### config.mk
export PLATFORM = sky130hd
export DESIGN_NAME = irq_agg
export DESIGN_NICKNAME = d
export VERILOG_FILES = /design/src/rtl/irq_agg_pkg.sv /design/src/rtl/irq_agg_sync.sv /design/src/rtl/irq_agg_launch.sv /design/src/rtl/irq_agg.sv
export SDC_FILE = /design/constraint.sdc
export NUM_CORES = 1
export LEC_CHECK = 0
export BUFFER_PORTS_ARGS = -buffer_cell sky130_fd_sc_hd__buf_4
export CORE_MARGIN = 4
export CORE_UTILIZATION = 50
export CTS_CLUSTER_DIAMETER = 120
export DETAILED_ROUTE_END_ITERATION = 8
export PLACE_DENSITY = 0.76
export SLEW_MARGIN = 25
export SYNTH_ARGS = -nofsm -noshare
export SYNTH_HDL_FRONTEND = slang
export SYNTH_HIERARCHICAL = 1
export SYNTH_SLANG_ARGS = --single-unit
### constraint.sdc
create_clock -name clk -period 2.2 [get_ports clk]
set_input_delay 0.22 -clock clk [delete_from_list [all_inputs] [get_ports clk]]
set_output_delay 0.22 -clock clk [all_outputs]
set_load 0.02 [all_outputs]
### src/rtl/irq_agg_pkg.sv
package irq_agg_pkg;
    localparam int REG_AW = 12;
    localparam int REG_DW = 32;

    localparam logic [REG_AW-1:0] OFF_TARGET = 12'h004;
    localparam logic [REG_AW-1:0] OFF_REQ    = 12'h00C;
    localparam logic [REG_AW-1:0] OFF_MASK   = 12'h018;
    localparam logic [REG_AW-1:0] OFF_PEND   = 12'h01C;
    localparam logic [REG_AW-1:0] OFF_CTRL   = 12'h024;
    localparam logic [REG_AW-1:0] OFF_LEVEL  = 12'h028;

    localparam int CTRL_EN_BIT = 0;
endpackage

### src/rtl/irq_agg_sync.sv
module irq_agg_sync #(
    parameter int N_LINES = 11
) (
    input  logic               clk,
    input  logic               rst_n,
    input  logic [N_LINES-1:0] lines_i,
    output logic [N_LINES-1:0] level_o,
    output logic [N_LINES-1:0] change_o
);
    for (genvar i = 0; i < N_LINES; i++) begin : g_line
        logic meta_q, stab_q, prev_q;

        always_ff @(posedge clk or negedge rst_n) begin
            if (!rst_n) begin
                meta_q <= 1'b0;
                stab_q <= 1'b0;
                prev_q <= 1'b0;
            end else begin
                meta_q <= lines_i[i];
                stab_q <= meta_q;
                prev_q <= stab_q;
            end
        end

        assign level_o[i]  = stab_q;
        assign change_o[i] = stab_q ^ prev_q;
    end
endmodule

### src/rtl/irq_agg_launch.sv
module irq_agg_launch #(
    parameter int MSG_DATA_W = 5,
    parameter int WORD_W     = 32
) (
    input  logic              clk,
    input  logic              rst_n,
    input  logic              fire_i,
    input  logic              en_i,
    input  logic [WORD_W-1:0] target_i,
    input  logic              ack_i,
    output logic              valid_o,
    output logic [WORD_W-1:0] addr_o,
    output logic [WORD_W-1:0] data_o
);
    localparam logic [WORD_W-1:0] FIELD_MASK = WORD_W'((64'd1 << MSG_DATA_W) - 64'd1);

    typedef struct packed {
        logic              busy;
        logic              merge;
        logic [WORD_W-1:0] addr;
        logic [WORD_W-1:0] data;
    } launch_t;

    launch_t st_d, st_q;

    always_comb begin
        st_d = st_q;
        if (st_q.busy) begin
            if (ack_i) begin
                st_d.busy = 1'b0;
            end
            if (fire_i) begin
                st_d.merge = 1'b1;
            end
        end else if (en_i && (fire_i || st_q.merge)) begin
            st_d.busy  = 1'b1;
            st_d.merge = 1'b0;
            st_d.addr  = target_i & ~FIELD_MASK;
            st_d.data  = target_i & FIELD_MASK;
        end
    end

    always_ff @(posedge clk or negedge rst_n) begin
        if (!rst_n) begin
            st_q <= '0;
        end else begin
            st_q <= st_d;
        end
    end

    assign valid_o = st_q.busy;
    assign addr_o  = st_q.addr;
    assign data_o  = st_q.data;
endmodule

### src/rtl/irq_agg.sv
module irq_agg
    import irq_agg_pkg::*;
#(
    parameter int                 N_LINES    = 11,
    parameter logic [N_LINES-1:0] IMPL_MASK  = 11'h5FF,
    parameter int                 MSG_DATA_W = 5
) (
    input  logic               clk,
    input  logic               rst_n,
    input  logic [N_LINES-1:0] irq_in,
    input  logic               reg_wr,
    input  logic               reg_rd,
    input  logic [REG_AW-1:0]  reg_addr,
    input  logic [REG_DW-1:0]  reg_wdata,
    output logic [REG_DW-1:0]  reg_rdata,
    output logic               msg_valid,
    input  logic               msg_ack,
    output logic [REG_DW-1:0]  msg_addr,
    output logic [REG_DW-1:0]  msg_data
);
    localparam int PAD_W = REG_DW - N_LINES;

    typedef struct packed {
        logic [REG_DW-1:0]  target;
        logic [N_LINES-1:0] mask;
        logic [N_LINES-1:0] pend;
        logic [N_LINES-1:0] req;
        logic               ctrl_en;
    } regs_t;

    regs_t regs_d, regs_q;

    logic [N_LINES-1:0] level;
    logic [N_LINES-1:0] change;
    logic [N_LINES-1:0] new_pend;
    logic [N_LINES-1:0] new_req;
    logic               fire;
    logic [N_LINES-1:0] req_w;
    logic               ctrl_en_w;

    irq_agg_sync #(.N_LINES(N_LINES)) u_sync (
        .clk      (clk),
        .rst_n    (rst_n),
        .lines_i  (irq_in),
        .level_o  (level),
        .change_o (change)
    );

    assign new_pend  = change & regs_q.mask;
    assign new_req   = new_pend & IMPL_MASK;
    assign fire      = regs_q.ctrl_en && (new_req != '0);
    assign req_w     = regs_q.req;
    assign ctrl_en_w = regs_q.ctrl_en;

    always_comb begin
        regs_d = regs_q;

        if (reg_rd && reg_addr == OFF_REQ) begin
            regs_d.req = '0;
        end
        if (reg_rd && reg_addr == OFF_PEND) begin
            regs_d.pend = '0;
        end
        regs_d.req  = regs_d.req | new_req;
        regs_d.pend = regs_d.pend | new_pend;

        if (reg_wr) begin
            case (reg_addr)
                OFF_TARGET: regs_d.target  = reg_wdata;
                OFF_MASK:   regs_d.mask    = reg_wdata[N_LINES-1:0];
                OFF_CTRL:   regs_d.ctrl_en = reg_wdata[CTRL_EN_BIT];
                default:    ;
            endcase
        end
    end

    always_ff @(posedge clk or negedge rst_n) begin
        if (!rst_n) begin
            regs_q <= '0;
        end else begin
            regs_q <= regs_d;
        end
    end

    always_comb begin
        reg_rdata = '0;
        case (reg_addr)
            OFF_TARGET: reg_rdata = regs_q.target;
            OFF_REQ:    reg_rdata = {{PAD_W{1'b0}}, regs_q.req};
            OFF_MASK:   reg_rdata = {{PAD_W{1'b0}}, regs_q.mask};
            OFF_PEND:   reg_rdata = {{PAD_W{1'b0}}, regs_q.pend};
            OFF_CTRL:   reg_rdata[CTRL_EN_BIT] = regs_q.ctrl_en;
            OFF_LEVEL:  reg_rdata = {{PAD_W{1'b0}}, level};
            default:    reg_rdata = '0;
        endcase
    end

    irq_agg_launch #(
        .MSG_DATA_W (MSG_DATA_W),
        .WORD_W     (REG_DW)
    ) u_launch (
        .clk      (clk),
        .rst_n    (rst_n),
        .fire_i   (fire),
        .en_i     (regs_q.ctrl_en),
        .target_i (regs_q.target),
        .ack_i    (msg_ack),
        .valid_o  (msg_valid),
        .addr_o   (msg_addr),
        .data_o   (msg_data)
    );
endmodule

== Yosys cells after proc, flatten, opt, wreduce, memory -nomap -nowiden ==
Cells that the tools add are included.
Widths: inputs -> output; s select.

* Add/subtract/negate cells: 0
* $mul: 0
* Div/mod/pow operators: 0
* Bitwise operators: 15
* Mux-type cells: 8
* Shift operators: 0
* Equal/unequal tests: 7
* Reduce and logical (&&, ||, !) cells: 12
* $lt $le $gt $ge: 0

{| class="wikitable"
|+ Operators by type and width
! cell !! number
|-
| $pmux 31 s5 || 1
|-
| $mux 66 || 1
|-
| $eq 12x5->1 const B || 2
|-
| $eq 12x6->1 const B || 2
|-
| $mux 11 || 2
|-
| $or 11x11->11 || 2
|-
| $eq 12x3->1 const B || 1
|-
| $eq 12x4->1 const B || 1
|-
| $and 11x11->11 || 1
|-
| $reduce_bool 11->1 || 1
|-
| $xor 1x1->1 || 11
|-
| $reduce_and 2->1 || 5
|-
| $pmux 1 s6 || 1
|-
| $logic_and 1x1->1 || 4
|-
| $mux 1 || 2
|-
| $mux 2 || 1
|-
| $ne 2x1->1 const B || 1
|-
| $reduce_bool 2->1 || 1
|-
| $logic_or 1x1->1 || 1
|-
| $not 1->1 || 1
|}

* Bits in writable memories: 0
* ROM bits: 0
* Bits in latches: 0
* Memories: 0
* Register bits: 133
* Logic and storage cells: 84

== Logic depth before layout (Yosys ltp) ==
* Word-level depth: 8
* Depth in mapped cells: 8
* Gate-level depth less buffers: 7

== Hierarchy ==
Netlist, hierarchy kept.

{| class="wikitable"
|+ By module, submodules not included
! module !! cells each !! area each (um2) !! times used !! sequential area each (um2)
|-
| irq_agg || 252 || 3260.6 || 1 || 1626.6
|-
| irq_agg_launch || 140 || 1879.3 || 1 || 850.8
|-
| irq_agg_sync || 55 || 1004.7 || 1 || 825.8
|}

== Least setup slack after synthesis ==
No wires, ideal clock.

* Path type: reg2reg
* From: register u_sync.g_line[0].stab_q
* To: register u_launch.st_q, in the netlist u_launch/addr_o[10]
* Path buffers: 1
* Arrival: 1.793 ns
* Slack: 0.282 ns
* Stages on the path, launching flop included: 9
* Setup time: 0.125 ns
* Period minus slack after synthesis: 1.918 ns
* Cells stage by stage: dfrtp_1 > xor2_1 > a22o_1 > a221oi_1 > a31oi_1 > o21ai_2 > nor2_4 > buf_6 > mux2_4

* Cells in the longest elaborated chain, start to end: 7

{| class="wikitable"
|+ Ends and longest elaborated chain
! what !! RTL line !! text
|-
| start: declaration || irq_agg_sync.sv:11 || <nowiki>logic meta_q, stab_q, prev_q;</nowiki>
|-
| start signal: assignment || irq_agg_sync.sv:20 || <nowiki>stab_q <= meta_q;</nowiki>
|-
| $xor 1x1->1 || irq_agg_sync.sv:26 || <nowiki>assign change_o[i] = stab_q ^ prev_q;</nowiki>
|-
| via change[0] || irq_agg.sv:34 || <nowiki>logic [N_LINES-1:0] change;</nowiki>
|-
| $and 11x11->11 || irq_agg.sv:49 || <nowiki>assign new_pend = change & regs_q.mask;</nowiki>
|-
| $reduce_bool 11->1 || irq_agg.sv:51 || <nowiki>assign fire = regs_q.ctrl_en && (new_req != '0);</nowiki>
|-
| $logic_and 1x1->1 || irq_agg.sv:51 ||
|-
| via fire || irq_agg.sv:37 || <nowiki>logic fire;</nowiki>
|-
| $logic_or 1x1->1 || irq_agg_launch.sv:35 || <nowiki>end else if (en_i && (fire_i || st_q.merge)) begin</nowiki>
|-
| $logic_and 1x1->1 || irq_agg_launch.sv:35 ||
|-
| $reduce_and 2->1 (no line) || - ||
|-
| end signal: assignment || irq_agg_launch.sv:47 || <nowiki>st_q <= st_d;</nowiki>
|-
| end: declaration || irq_agg_launch.sv:24 || <nowiki>launch_t st_d, st_q;</nowiki>
|}

The timed path passes the listed nets, and every way through them passes these cells.
A chain may end at the register's enable or synchronous reset.

== Worst setup path after layout ==
* From: register u_sync.g_line[6].stab_q
* To: register u_launch.st_q, in the netlist u_launch/addr_o[18]

* Cells in the longest elaborated chain, start to end: 7

{| class="wikitable"
|+ Ends and longest elaborated chain
! what !! RTL line
|-
| start: declaration || irq_agg_sync.sv:11
|-
| start signal: assignment || irq_agg_sync.sv:20
|-
| $xor 1x1->1 || irq_agg_sync.sv:26
|-
| via change[6] || irq_agg.sv:34
|-
| $and 11x11->11 || irq_agg.sv:49
|-
| $reduce_bool 11->1 || irq_agg.sv:51
|-
| $logic_and 1x1->1 || irq_agg.sv:51
|-
| via fire || irq_agg.sv:37
|-
| $logic_or 1x1->1 || irq_agg_launch.sv:35
|-
| $logic_and 1x1->1 || irq_agg_launch.sv:35
|-
| $reduce_and 2->1 (no line) || -
|}

The timed path passes the listed nets, and every way through them passes these cells.

==> flow_metrics.tcl <==
set metrics [dict create \
    layout.nets 620 \
    min_delay_path_depth 2 \
    dieWidth_um 118.9 \
    wl_per_cell_um 18.52 \
    synthesis.area_um2 6145 \
    critPathMaxFanout 17 \
    drt_wl_total_um 13320 \
    final_hold_viol_count 0 \
    overflow 0 \
    dp_hpwl_um 9336 \
    num_rows 40 \
    synth.most_common_cell "dfrtp_1" \
    r2r_setup_slack_ns 0.08 \
    grt_pass1_wl_um 21560 \
    maxSlewHeadroom_pct 65.50 \
    path_class "flip-flop to flip-flop" \
    outcome "finished clean" \
    root_buffer "clkbuf_16" \
    gp_congestion 0.9002 \
    final_cell_area_um2 7581 \
    die_area_um2 14130 \
    synth.area.top_cells "dfrtp_1 54%, mux2_4 14%, buf_4 9.3%, a22o_1 3.3%, mux2_2 3.1%" \
    reg2reg_depth 8 \
    cp-start-kind "flip-flop" \
    seq_area_um2 3303 \
    io_pins 157 \
    yosysUniqueCellTypes 45 \
    timing.rr.end "u_launch/addr_o[18]" \
    final-setup-viol-count 0 \
    drt-initial-drc-count 223 \
    power_density_nw_per_um2 718.6 \
    drc 0 \
    required_ns 2.48 \
    portBuffers 124 \
    yosys_warnings 6 \
    timing.fmax_mhz 471.8 \
    drv_cap 0 \
    post-route-period-util_pct 96.33 \
    synthArstFlopShare_pct 100.0 \
    cp.arrival_ns 2.40 \
    whs_endpoint "regs_q[54]" \
    period_needed_ns 2.119 \
    postPlaceCellArea_um2 6869 \
    synth-seq-area-share_pct 53.76 \
    die_h_um 118.9 \
    fp.coreArea_um2 12010 \
    track_usage_pct 19.51 \
    synth_commonest_cells "132 x dfrtp_1, 76 x buf_4, 59 x mux2_4, 23 x a22o_1, 22 x and2_1" \
    worstReg2RegStart "u_sync/g_line[6].stab_q" \
    ir_worst_vdd_mv 0.4422 \
    synthFlopType "dfrtp_1" \
    cts_max_level 4 \
    hold_class "input port to flip-flop" \
    grt_pass1_vias 4126 \
    yosys.area.top_type_share_pct 53.76 \
    syn_inst 447 \
    clock_path_buffers 2 \
    ant_nets 0 \
    fillers 908 \
    min_from "reg_wdata[20]" \
    cts_made_buffers 17 \
    clk_latency_ns 0.40 \
    antenna_cells 0 \
    path_clk_slew_ns 0.06 \
    fin_skew_ns 0.007427 \
    drv_slew 0 \
    cts_tree "yes" \
    endpoint_kind "flip-flop" \
    ys_ff_latch 132 \
    synth.avg_cell_area_um2 13.75 \
    dp_slack_ns -0.006672 \
    first_pass_iters 5 \
    initial_utilization_pct 51.16 \
    vias 3841 \
    p_total_mw 5.448 \
    tightest_slew_ns 0.5161 \
    area_delta_synth_final_pct 23.38 \
    multi_input_comb_area_um2 2307 \
    antenna_found_initial 0 \
    avgViaCountPerCell 5.342 \
    synth_edf_count 0 \
    synth_top_cell_by_area "dfrtp_1" \
    grt_start_max_net_pins 52 \
    drive_gt1_share_pct 45.28 \
    power.leakage_nw 3.843 \
    fin_ws_ns 0.08064 \
    rsz0062_at_grt "true" \
    cts.sinks 132 \
]
-- power by group --
group / internal (mW) / switching [mW] / leakage (nW)
clock network: 1.60 / 0.995 / 0.262
logic: 0.140 / 0.189 / 1.82
registers: 2.49 / 0.0366 / 1.76
-- how the worst max path moves through the flow --
stage,cells past startpoint,slack (ns),end,start
after global placement,8,0.08,u_launch/data_o[4],u_sync/g_line[6].stab_q
after detailed placement,8,-0.007,u_launch/addr_o[5],u_sync/g_line[6].stab_q
after global routing,8,-0.006,u_launch/addr_o[18],u_sync/g_line[6].stab_q
after CTS,8,0.03,u_launch/addr_o[27],u_sync/g_line[10].stab_q
after floorplan,8,0.28,u_launch/addr_o[10],u_sync/g_line[0].stab_q
final,8,0.08,u_launch/addr_o[18],u_sync/g_line[6].stab_q
-- sequential cells by signal, summed over array words and instances (netlist names) --
register / flops
req_w: 10
u_launch/valid_o: 1
u_launch/data_o: 5
u_sync/g_line.meta_q: 11
u_sync/g_line.stab_q: 11
regs_q: 54
ctrl_en_w: 1
u_sync/g_line.prev_q: 11
u_launch/addr_o: 27
u_launch/st_q: 1
-- layer usage --
metal	share of wire [%]	track usage, %	vias to the layer above
met2	49	31.05	175
met1	42	25.42	1950
met3	6.6	5.128	16
met4	1.8	8.182	0
met5	0	0	-
li1	-	-	1700
-- final cells by class --
cell class,count,share of cell area [%]
Sequential cell,132,43.57
Multi-Input combinational cell,252,30.43
Clock buffer,22,6.123
Inverter,2,0.09903
Clock inverter,9,1.073
Timing Repair Buffer,155,16.27
Tap cell,147,2.426
-- worst max-delay path: stages, from the launching register on --
cell	delay (ns)
dfrtp_1	0.41
xor2_2	0.17
a22o_1	0.26
a221oi_2	0.25
a31oi_2	0.16
o21ai_2	0.18
nor2_4	0.07
buf_12	0.17
mux2_4	0.31
-- cells in the final DEF, fill, tap and decap left out, types with 2 or more instances in the layout --
cell             n
a21oi_1         11
a22o_1          23
a22oi_1         11
and2_1          22
and3_1           2
buf_12           3
buf_4          139
clkbuf_1         3
clkbuf_16       17
clkbuf_8         2
clkinv_2         4
clkinvlp_4       3
conb_1          32
dfrtp_1        132
dlygate4sd3_1   13
inv_1            2
mux2_2          17
mux2_4          59
mux2i_1         11
nand2_1          2
nand3b_1         2
nand4b_1         2
nor2_1          13
nor3_1           2
nor4b_2          2
o22ai_1          9
xor2_1           9
xor2_2           2
-- kinds of logic (layout without fill, tap and decap cells) --
| kind of cell | Yosys count | after routing | synth area share [%] |
|---|---|---|---|
| other cells | 1 | 32 | 0.06103 |
| compound gates | 63 | 63 | 7.575 |
| buf+inv | 94 | 188 | 11.16 |
| simple gates | 59 | 59 | 6.557 |
| xor+xnor | 11 | 11 | 1.568 |
| mux | 87 | 87 | 19.32 |
| flops | 132 | 132 | 53.76 |
-- stage by stage --
step / hold WS, ns / util, % / TNS [ns] / cells
CTS: 0.03183 / 62.86 / 0 / 718
floorplan: -0.07559 / - / 0 / 478
global placement: 0.1781 / 57.19 / 0 / 674
finish: 0.04456 / 63.11 / 0 / 719
detailed placement: 0.1756 / 57.19 / -0.008274 / 674
global route: 0.02617 / 63.11 / -0.01234 / 719
-- repair_timing --
item,in CTS,in global routing
hold endpoints to repair,40,0
hold buffers,13,0
setup endpoints to repair,10,33
setup buffers,0,1
resized for setup,1,4
Note: power is estimated with default switching activity, not from simulation.
